[src/rtl/omega_fabric.sv]
module omega_fabric #(
  parameter int N   = 8,
  parameter int PW  = 8,
  parameter bit REV = 1'b0
) (
  input  logic                    clk,
  input  logic                    rst_n,
  input  logic [N-1:0]            in_valid,
  input  logic [N*$clog2(N)-1:0]  in_tag,
  input  logic [N*PW-1:0]         in_pay,
  output logic [N-1:0]            in_ready,
  output logic [N-1:0]            out_valid,
  output logic [N*$clog2(N)-1:0]  out_tag,
  output logic [N*PW-1:0]         out_pay
);
  localparam int LG = $clog2(N);
  localparam int H  = N / 2;

  logic [N-1:0]    done;
  logic [N*LG-1:0] fin_org;

  for (genvar g = 0; g < LG; g++) begin : st
    localparam int S  = REV ? LG - 1 - g : g;
    localparam int BI = LG - 1 - S;

    logic [N-1:0]    pv, av, bv, nv;
    logic [N*LG-1:0] pt, at, bt, nt;
    logic [N*LG-1:0] po, ao, bo, no;
    logic [N*PW-1:0] pd, ad, bd, nd;

    if (g == 0) begin : from_ports
      assign pv = in_valid;
      assign pt = in_tag;
      assign pd = in_pay;
      for (genvar q = 0; q < N; q++) begin : org
        assign po[q*LG +: LG] = LG'(q);
      end
    end else begin : from_prev
      assign pv = st[g-1].nv;
      assign pt = st[g-1].nt;
      assign pd = st[g-1].nd;
      assign po = st[g-1].no;
    end

    for (genvar j = 0; j < N; j++) begin : perm
      localparam int SH = ((j << 1) | (j >> (LG - 1))) & (N - 1);
      localparam int UN = (j >> 1) | ((j & 1) << (LG - 1));
      if (!REV) begin : fwd
        assign av[SH]             = pv[j];
        assign at[SH*LG +: LG]    = pt[j*LG +: LG];
        assign ao[SH*LG +: LG]    = po[j*LG +: LG];
        assign ad[SH*PW +: PW]    = pd[j*PW +: PW];
        assign nv[j]              = bv[j];
        assign nt[j*LG +: LG]     = bt[j*LG +: LG];
        assign no[j*LG +: LG]     = bo[j*LG +: LG];
        assign nd[j*PW +: PW]     = bd[j*PW +: PW];
      end else begin : rev
        assign av[j]              = pv[j];
        assign at[j*LG +: LG]     = pt[j*LG +: LG];
        assign ao[j*LG +: LG]     = po[j*LG +: LG];
        assign ad[j*PW +: PW]     = pd[j*PW +: PW];
        assign nv[UN]             = bv[j];
        assign nt[UN*LG +: LG]    = bt[j*LG +: LG];
        assign no[UN*LG +: LG]    = bo[j*LG +: LG];
        assign nd[UN*PW +: PW]    = bd[j*PW +: PW];
      end
    end

    for (genvar k = 0; k < H; k++) begin : sw
      logic r0, r1;
      assign r0 = at[(2*k)*LG + BI];
      assign r1 = at[(2*k+1)*LG + BI];

      for (genvar o = 0; o < 2; o++) begin : port
        logic q0, q1, both, sel, ptr;
        logic [LG-1:0] wt, worg;

        assign q0   = av[2*k]   && (r0 == 1'(o));
        assign q1   = av[2*k+1] && (r1 == 1'(o));
        assign both = q0 & q1;
        assign sel  = both ? ptr : q1;

        assign worg = sel ? ao[(2*k+1)*LG +: LG] : ao[(2*k)*LG +: LG];

        always_comb begin
          wt     = sel ? at[(2*k+1)*LG +: LG] : at[(2*k)*LG +: LG];
          wt[BI] = sel;
        end

        assign bv[2*k+o]             = q0 | q1;
        assign bt[(2*k+o)*LG +: LG]  = wt;
        assign bo[(2*k+o)*LG +: LG]  = worg;
        assign bd[(2*k+o)*PW +: PW]  = sel ? ad[(2*k+1)*PW +: PW] : ad[(2*k)*PW +: PW];

        always_ff @(posedge clk or negedge rst_n) begin
          if (!rst_n)
            ptr <= 1'b0;
          else if (both && done[worg])
            ptr <= ~sel;
        end
      end
    end
  end

  assign out_valid = st[LG-1].nv;
  assign out_tag   = st[LG-1].nt;
  assign out_pay   = st[LG-1].nd;
  assign fin_org   = st[LG-1].no;

  always_comb begin
    done = '0;
    for (int l = 0; l < N; l++)
      if (out_valid[l]) done[fin_org[l*LG +: LG]] = 1'b1;
  end

  assign in_ready = done;
endmodule

[src/rtl/omega_net.sv]
module omega_net #(
  parameter int PORTS = 8,
  parameter int AW    = 16,
  parameter int DW    = 32
) (
  input  logic                            clk,
  input  logic                            rst_n,
  input  logic [PORTS-1:0]                req_valid,
  output logic [PORTS-1:0]                req_ready,
  input  logic [PORTS*$clog2(PORTS)-1:0]  req_module,
  input  logic [PORTS*AW-1:0]             req_addr,
  input  logic [PORTS-1:0]                req_write,
  input  logic [PORTS*DW-1:0]             req_wdata,
  output logic [PORTS-1:0]                mem_valid,
  output logic [PORTS*$clog2(PORTS)-1:0]  mem_path,
  output logic [PORTS*AW-1:0]             mem_addr,
  output logic [PORTS-1:0]                mem_write,
  output logic [PORTS*DW-1:0]             mem_wdata,
  input  logic [PORTS-1:0]                rsp_valid,
  output logic [PORTS-1:0]                rsp_ready,
  input  logic [PORTS*$clog2(PORTS)-1:0]  rsp_path,
  input  logic [PORTS*DW-1:0]             rsp_data,
  output logic [PORTS-1:0]                cpu_valid,
  output logic [PORTS*$clog2(PORTS)-1:0]  cpu_module,
  output logic [PORTS*DW-1:0]             cpu_data
);
  localparam int FPW = AW + 1 + DW;

  logic [PORTS*FPW-1:0] fwd_in, fwd_out;

  for (genvar i = 0; i < PORTS; i++) begin : pack
    assign fwd_in[i*FPW +: FPW] = {req_addr[i*AW +: AW], req_write[i], req_wdata[i*DW +: DW]};
    assign {mem_addr[i*AW +: AW], mem_write[i], mem_wdata[i*DW +: DW]} = fwd_out[i*FPW +: FPW];
  end

  omega_fabric #(.N(PORTS), .PW(FPW), .REV(1'b0)) u_fwd (
    .clk       (clk),
    .rst_n     (rst_n),
    .in_valid  (req_valid),
    .in_tag    (req_module),
    .in_pay    (fwd_in),
    .in_ready  (req_ready),
    .out_valid (mem_valid),
    .out_tag   (mem_path),
    .out_pay   (fwd_out)
  );

  omega_fabric #(.N(PORTS), .PW(DW), .REV(1'b1)) u_ret (
    .clk       (clk),
    .rst_n     (rst_n),
    .in_valid  (rsp_valid),
    .in_tag    (rsp_path),
    .in_pay    (rsp_data),
    .in_ready  (rsp_ready),
    .out_valid (cpu_valid),
    .out_tag   (cpu_module),
    .out_pay   (cpu_data)
  );
endmodule

[config.mk]
export PLATFORM = sky130hd
export DESIGN_NAME = omega_net
export DESIGN_NICKNAME = d
export VERILOG_FILES = /design/src/rtl/omega_fabric.sv /design/src/rtl/omega_net.sv
export SDC_FILE = /design/constraint.sdc
export NUM_CORES = 2
export LEC_CHECK = 0
export ABC_AREA = 1
export BUFFER_PORTS_ARGS = -buffer_cell sky130_fd_sc_hd__buf_2
export CAP_MARGIN = 25
export CORE_AREA = 4 4 564 566
export DETAILED_ROUTE_END_ITERATION = 12
export DIE_AREA = 0 0 568 570
export GPL_TIMING_DRIVEN = 0
export PLACE_DENSITY_LB_ADDON = 0.15
export SKIP_LAST_GASP = 1
export SYNTH_ARGS = -nofsm -noshare
export SYNTH_HDL_FRONTEND = slang
export SYNTH_SLANG_ARGS = --single-unit
[constraint.sdc]
create_clock -name clk -period 8.2 [get_ports clk]
set_input_delay 1.64 -clock clk [delete_from_list [all_inputs] [get_ports clk]]
set_output_delay 1.64 -clock clk [all_outputs]
set_load 0.03 [all_outputs]
== Word level (Yosys, flattened, before mapping) ==
Index checks and enable logic that the tools add are counted.
W data, S select, Z words.

* $lt $le $gt $ge: 64
* Muxes and demuxes: 336
* Bitwise operators: 206
* Reductions and logical operators: 160

{| class="wikitable"
|+ Operator list
! kind !! number
|-
| $mux W49 || 24
|-
| $mux W32 || 24
|-
| $mux W3 || 72
|-
| $lt A3 B4 Y1 const B || 48
|-
| $logic_and A1 B1 Y1 || 160
|-
| $bmux W1 S3 || 48
|-
| $mux W8 || 16
|-
| $mux W1 || 120
|-
| $or A8 B8 Y8 || 14
|-
| $not A1 Y1 || 96
|-
| $and A1 B1 Y1 || 48
|-
| $demux W1 S3 || 16
|-
| $ge A3 B1 Y1 const B || 16
|-
| $or A1 B1 Y1 || 48
|-
| $mux W2 || 16
|}

* Register bits after elaboration: 48
* Input port bits: 714
* Output and inout bits: 728
* Logic and storage cells: 814

== Longest topological paths before layout ==
* Depth after elaboration: 37
* Gate-level depth with buffers: 23
* Gate-level depth less buffers: 23

== By module ==
Synthesis repeated with hierarchy kept, for this count alone.

* Cells, all modules: 5334
* Area, all modules: 27461.3 um^2

{| class="wikitable"
|+ By module, submodules not included
! module !! times used !! cells an instance !! area each (um^2) !! sequential area each (um^2)
|-
| omega_fabric at u_fwd || 1 || 3079 || 15758.9 || 600.6
|-
| omega_fabric at u_ret || 1 || 2255 || 11702.5 || 600.6
|}

== Worst setup path after synthesis ==
No wires, ideal clock.

* Kind: input to output
* Start: input port rsp_valid[3]
* End: output port cpu_data[192]
* Arrival time: 3.799 ns
* Required time: 6.560 ns
* Setup slack: 2.761 ns
* Cell stages on the path: 13
* Path buffers: 3
* Cells stage by stage: inv_1 > nor2_2 > nand2_1 > buf_6 > nand2_1 > nand2_2 > nor2_4 > nand2_2 > inv_1 > clkbuf_1 > clkbuf_1 > o21ai_0 > o21ai_0

* Word-level cells in the longest chain between the ends: 12
* Elaborated cells on any way between the ends: 16
* Classes of those cells: mux: 8; bitwise: 5; reduce/logical: 3

{| class="wikitable"
|+ RTL lines
! what !! line !! text
|-
| start: declaration || omega_net.sv:19 || <nowiki>input logic [PORTS-1:0] rsp_valid,</nowiki>
|-
| $logic_and A1 B1 Y1 * || omega_fabric.sv:79 || <nowiki>assign q1 = av[2*k+1] && (r1 == 1'(o));</nowiki>
|-
| $and A1 B1 Y1 || omega_fabric.sv:80 || <nowiki>assign both = q0 & q1;</nowiki>
|-
| $mux W1 || omega_fabric.sv:81 || <nowiki>assign sel = both ? ptr : q1;</nowiki>
|-
| $mux W3 || omega_fabric.sv:86 || <nowiki>wt = sel ? at[(2*k+1)*LG +: LG] : at[(2*k)*LG +: LG];</nowiki>
|-
| $logic_and A1 B1 Y1 || omega_fabric.sv:79 ||
|-
| $and A1 B1 Y1 || omega_fabric.sv:80 ||
|-
| $mux W1 || omega_fabric.sv:81 ||
|-
| $mux W3 || omega_fabric.sv:86 ||
|-
| $logic_and A1 B1 Y1 || omega_fabric.sv:78 || <nowiki>assign q0 = av[2*k] && (r0 == 1'(o));</nowiki>
|-
| $and A1 B1 Y1 || omega_fabric.sv:80 ||
|-
| $mux W1 || omega_fabric.sv:81 ||
|-
| $mux W32 * || omega_fabric.sv:93 || <nowiki>assign bd[(2*k+o)*PW +: PW] = sel ? ad[(2*k+1)*PW +: PW] : ad[(2*k)*PW +: PW];</nowiki>
|-
| end: declaration || omega_net.sv:25 || <nowiki>output logic [PORTS*DW-1:0] cpu_data</nowiki>
|}

Mark *: on every way between the ends. The rest lies on a longest branch, timed or not.

== Worst setup path in the final report ==
* Start: input port req_module[8]
* End: output port mem_wdata[94]

* Word-level cells in the longest chain between the ends: 14
* Elaborated cells on any way between the ends: 18
* Classes of those cells: mux: 8; bitwise: 7; reduce/logical: 3

{| class="wikitable"
|+ RTL lines
! what !! line !! text
|-
| start: declaration || omega_net.sv:10 || <nowiki>input logic [PORTS*$clog2(PORTS)-1:0] req_module,</nowiki>
|-
| $not A1 Y1 * || omega_fabric.sv:78 ||
|-
| $logic_and A1 B1 Y1 * || omega_fabric.sv:78 ||
|-
| $and A1 B1 Y1 || omega_fabric.sv:80 ||
|-
| $mux W1 || omega_fabric.sv:81 ||
|-
| $mux W2 || omega_fabric.sv:86 ||
|-
| $logic_and A1 B1 Y1 || omega_fabric.sv:79 ||
|-
| $and A1 B1 Y1 || omega_fabric.sv:80 ||
|-
| $mux W1 || omega_fabric.sv:81 ||
|-
| $mux W3 || omega_fabric.sv:86 ||
|-
| $not A1 Y1 || omega_fabric.sv:78 ||
|-
| $logic_and A1 B1 Y1 || omega_fabric.sv:78 ||
|-
| $and A1 B1 Y1 || omega_fabric.sv:80 ||
|-
| $mux W1 || omega_fabric.sv:81 ||
|-
| $mux W49 * || omega_fabric.sv:93 ||
|-
| end: declaration || omega_net.sv:18 || <nowiki>output logic [PORTS*DW-1:0] mem_wdata,</nowiki>
|}

Marks and branches as above.

==> impl_metrics.xml <==
<?xml version="1.0" encoding="UTF-8"?>
<metrics>
  <group name="floorplan">
    <metric name="fp.dieH" unit="um">570</metric>
    <metric name="boundaryPins" unit="">1442</metric>
    <metric name="start_util" unit="%">8.76</metric>
    <metric name="std_cell_rows" unit="">206</metric>
    <metric name="die_area" unit="sq um">324000</metric>
    <metric name="chipWidth" unit="um">568</metric>
    <metric name="core_area" unit="sq um">314000</metric>
  </group>
  <group name="synth">
    <metric name="synth_edf_count" unit="">0</metric>
    <metric name="avgSynthCellArea" unit="sq um">5.06</metric>
    <metric name="synth.most_common_cell" unit="">sky130_fd_sc_hd__nand2_1</metric>
    <metric name="syn_inst" unit="">5430</metric>
    <metric name="ys_top_cells_by_area" unit="">sky130_fd_sc_hd__o21ai_0 (28%), sky130_fd_sc_hd__nand2_1 (26%), sky130_fd_sc_hd__mux2i_1 (15%)</metric>
    <metric name="yosys.cell_types.count" unit="">46</metric>
    <metric name="yosys_register_bits" unit="">48</metric>
    <metric name="synth_area_leader_cell" unit="">sky130_fd_sc_hd__o21ai_0</metric>
    <metric name="synth.yosys.warnings" unit="">0</metric>
    <metric name="synthesis.area" unit="sq um">27500</metric>
    <metric name="synth_seq_area_share" unit="%">4.37</metric>
    <metric name="synth_nets" unit="">6144</metric>
    <metric name="synthTopCellsByCount" unit="">sky130_fd_sc_hd__nand2_1 (1898), sky130_fd_sc_hd__o21ai_0 (1526), sky130_fd_sc_hd__inv_1 (426), sky130_fd_sc_hd__mux2i_1 (422), sky130_fd_sc_hd__clkbuf_1 (289)</metric>
    <metric name="async_reset_ff_share" unit="%">100</metric>
    <metric name="synth_ff_type" unit="">sky130_fd_sc_hd__dfrtp_1</metric>
    <metric name="synth_largest_type_area_fraction" unit="%">27.8</metric>
  </group>
  <group name="detailed_routing">
    <metric name="drt-wirelength-per-cell" unit="um">32.4</metric>
    <metric name="detailroute.via_count" unit="">47330</metric>
    <metric name="final_antenna_net_count" unit="">0</metric>
    <metric name="wl" unit="um">362000</metric>
    <metric name="starting_drt_drc_count" unit="">5337</metric>
    <metric name="drc" unit="">0</metric>
    <metric name="detail_route.first_pass.iterations" unit="">6</metric>
    <metric name="avgViaCountPerCell" unit="">4.24</metric>
  </group>
  <group name="finish">
    <metric name="drive_above_1_share" unit="%">25.4</metric>
    <metric name="area_growth_from_synthesis_to_layout" unit="%">48.1</metric>
    <metric name="final-instance-count-excl-fill" unit="">11173</metric>
    <metric name="final_nets" unit="">7624</metric>
    <metric name="fillerInstances" unit="">37613</metric>
  </group>
  <group name="worst_hold_path">
    <metric name="worst_hold_path_type" unit="">flip-flop to flip-flop</metric>
  </group>
  <group name="setup_path">
    <metric name="regToRegSetupSlack" unit="ns">4.45</metric>
    <metric name="crit_arrival" unit="ns">6.13</metric>
    <metric name="critical_path_class" unit="">primary input to output port</metric>
    <metric name="r2r_end" unit="">u_fwd.st[0].sw[2].port[1].ptr$_DFFE_PN0P_</metric>
    <metric name="setup.worst_path.start" unit="">req_module[8]</metric>
    <metric name="cp-endpoint" unit="">mem_wdata[94]</metric>
    <metric name="number_of_cells_traversed_by_the_worst_register_to_register_path" unit="">16</metric>
    <metric name="cp_required" unit="ns">6.56</metric>
    <metric name="timing.rr.start" unit="">u_fwd.st[0].sw[2].port[0].ptr$_DFFE_PN0P_</metric>
    <metric name="cp-start-kind" unit="">primary input</metric>
    <metric name="worst_setup_path_end_kind" unit="">output port</metric>
    <metric name="critPathMaxFanout" unit="">10</metric>
  </group>
  <group name="grt">
    <metric name="global_route.overflow_total" unit="">0</metric>
    <metric name="grt_max_degree" unit="">26</metric>
    <metric name="grt_pass1_wl" unit="um">457000</metric>
    <metric name="grtUsageTotal" unit="%">21.1</metric>
    <metric name="grt_pass1_vias" unit="">44308</metric>
    <metric name="antenna_found_initial" unit="">219</metric>
  </group>
  <group name="timing">
    <metric name="clock_skew" unit="ns">0.0141</metric>
    <metric name="actual_slew_at_the_worst_max_slew_pin" unit="ns">1.25</metric>
    <metric name="timing.fmax" unit="GHz">0.129</metric>
    <metric name="setup_total_negative_slack" unit="ns">0</metric>
    <metric name="period_minus_slack" unit="ns">7.77</metric>
    <metric name="slew_headroom" unit="%">15.5</metric>
    <metric name="setup-violations-final" unit="">0</metric>
    <metric name="final_number_of_hold_violating_endpoints" unit="">0</metric>
    <metric name="slew_viol_final" unit="">0</metric>
    <metric name="grt_setup_unrepaired" unit="">no</metric>
    <metric name="final_min_period_over_clock_period" unit="%">94.8</metric>
  </group>
  <group name="placement">
    <metric name="io_buffer_count" unit="">1441</metric>
    <metric name="gpl.final_weighted_congestion" unit="">0.987</metric>
    <metric name="detailedPlacementHpwl" unit="um">322000</metric>
    <metric name="post_place_cells" unit="">11056</metric>
  </group>
  <group name="clocking">
    <metric name="holdBufCountCts" unit="">0</metric>
    <metric name="cts-root-to-sink-buffers" unit="">2</metric>
    <metric name="cts-root-buf" unit="">sky130_fd_sc_hd__clkbuf_16</metric>
    <metric name="cts_max_level" unit="">2</metric>
    <metric name="post_cts.resized_instances" unit="">0</metric>
    <metric name="tritoncts_clock_tree" unit="">yes</metric>
    <metric name="cts_num_sinks" unit="">48</metric>
    <metric name="cts_setup_buffers" unit="">0</metric>
    <metric name="clock_latency" unit="ns">0.35</metric>
    <metric name="cts_made_buffers" unit="">5</metric>
    <metric name="clkTransAtPathRegs" unit="ns">0.08</metric>
  </group>
  <group name="status">
    <metric name="status" unit="">completed</metric>
  </group>
  <group name="power">
    <metric name="max_ir_drop_vdd" unit="mV">0.0847</metric>
    <metric name="leakagePower" unit="uW">0.0223</metric>
    <metric name="cellPowerDensity" unit="nW/um^2">192</metric>
  </group>
  <group name="flow_run">
    <metric name="maxCapViolations" unit="">0</metric>
  </group>
</metrics>
[cell usage in the layout (no fill, tap or decap), types with 34 or more instances in the layout]
| cell | n |
|---|---|
| sky130_fd_sc_hd__inv_1 | 426 |
| sky130_fd_sc_hd__nand3_1 | 244 |
| sky130_fd_sc_hd__buf_2 | 1483 |
| sky130_fd_sc_hd__nand2_1 | 1898 |
| sky130_fd_sc_hd__buf_1 | 44 |
| sky130_fd_sc_hd__buf_4 | 35 |
| sky130_fd_sc_hd__clkbuf_1 | 289 |
| sky130_fd_sc_hd__a21oi_1 | 58 |
| sky130_fd_sc_hd__inv_2 | 42 |
| sky130_fd_sc_hd__dfrtp_1 | 48 |
| sky130_fd_sc_hd__nor2_1 | 107 |
| sky130_fd_sc_hd__o21ai_0 | 1526 |
| sky130_fd_sc_hd__nand2_2 | 56 |
| sky130_fd_sc_hd__o21ai_1 | 34 |
| sky130_fd_sc_hd__mux2i_1 | 422 |
| sky130_fd_sc_hd__diode_2 | 102 |
[state kept, by name (all words and copies together), names as in the netlist]
name	flops
u_ret.st.sw.port.ptr	24
u_fwd.st.sw.port.ptr	24
[worst min path at each step]
stage	start	to	depth (start not counted)
floorplan	u_ret.st[0].sw[3].port[0].ptr$_DFFE_PN0P_	u_ret.st[0].sw[3].port[0].ptr$_DFFE_PN0P_	2
global route	u_ret.st[0].sw[3].port[1].ptr$_DFFE_PN0P_	u_ret.st[0].sw[3].port[1].ptr$_DFFE_PN0P_	2
CTS	u_ret.st[0].sw[3].port[1].ptr$_DFFE_PN0P_	u_ret.st[0].sw[3].port[1].ptr$_DFFE_PN0P_	2
detailed placement	u_ret.st[0].sw[3].port[1].ptr$_DFFE_PN0P_	u_ret.st[0].sw[3].port[1].ptr$_DFFE_PN0P_	2
global placement	u_ret.st[2].sw[0].port[0].ptr$_DFFE_PN0P_	u_ret.st[2].sw[0].port[0].ptr$_DFFE_PN0P_	1
finish	u_ret.st[0].sw[3].port[1].ptr$_DFFE_PN0P_	u_ret.st[0].sw[3].port[1].ptr$_DFFE_PN0P_	2
[stage by stage]
stage          util, %  setup slack (ns)  hold slack, ns  area [sq um]  power, uW
2_1_floorplan        -              2.76           0.441         27500       4140
3_3_place_gp      12.7            0.0619           0.465         39900       7450
3_5_place_dp      12.8             0.469           0.464         40200       7470
4_1_cts           12.9             0.458           0.483         40400       7800
5_1_grt           12.9             0.154           0.503         40500       8160
6_report          13.0             0.429           0.477         40700       7800
[where the power goes]
group	internal [uW]	switching, uW	total (uW)
Clock	146	149	294
Combinational	1570	5560	7130
Sequential	329	47.2	376
[cell families after synthesis]
| kind of cell | synth area share (%) |
|---|---|
| buffers and inverters | 12.6 |
| muxes | 15.4 |
| xor gates and xnor gates | 0.0956 |
| DFF | 4.37 |
| AOI/OAI and AO/OA | 30.9 |
| and+or+nand+nor | 36.7 |
[area by class of cell]
cell class | count | area, sq um | area share (%)
antenna | 102 | 255 | 0.627
sequential | 48 | 1200 | 2.95
tap | 4160 | 5200 | 12.8
buffer | 404 | 1700 | 4.17
inverter | 471 | 1770 | 4.34
clock buffer | 6 | 129 | 0.317
multi-input combinational | 4507 | 22800 | 56.0
clock inverter | 2 | 35.0 | 0.0861
timing repair buffer | 1473 | 7600 | 18.7
[critical path: stages]
cell	delay [ns]
sky130_fd_sc_hd__buf_2	0.12
sky130_fd_sc_hd__inv_1	0.08
sky130_fd_sc_hd__nand3_2	0.09
sky130_fd_sc_hd__nand2_2	0.47
sky130_fd_sc_hd__nand2_1	0.11
sky130_fd_sc_hd__nand2_1	0.10
sky130_fd_sc_hd__nor2_2	0.06
sky130_fd_sc_hd__nand2_1	0.36
sky130_fd_sc_hd__clkbuf_1	0.57
sky130_fd_sc_hd__buf_8	0.25
sky130_fd_sc_hd__clkbuf_1	0.38
sky130_fd_sc_hd__clkbuf_1	0.72
sky130_fd_sc_hd__nand2_1	0.08
sky130_fd_sc_hd__o21ai_0	0.14
sky130_fd_sc_hd__nand2_1	0.08
sky130_fd_sc_hd__o21ai_0	0.46
sky130_fd_sc_hd__buf_2	0.36
[routing by layer]
metal / routed length (um) / GRT usage [%]
met5: 579 / 0
met4: 15600 / 7.39
met3: 32100 / 6.02
met2: 149000 / 31.2
met1: 164000 / 28.9
Power figures use the tool's default switching activity.
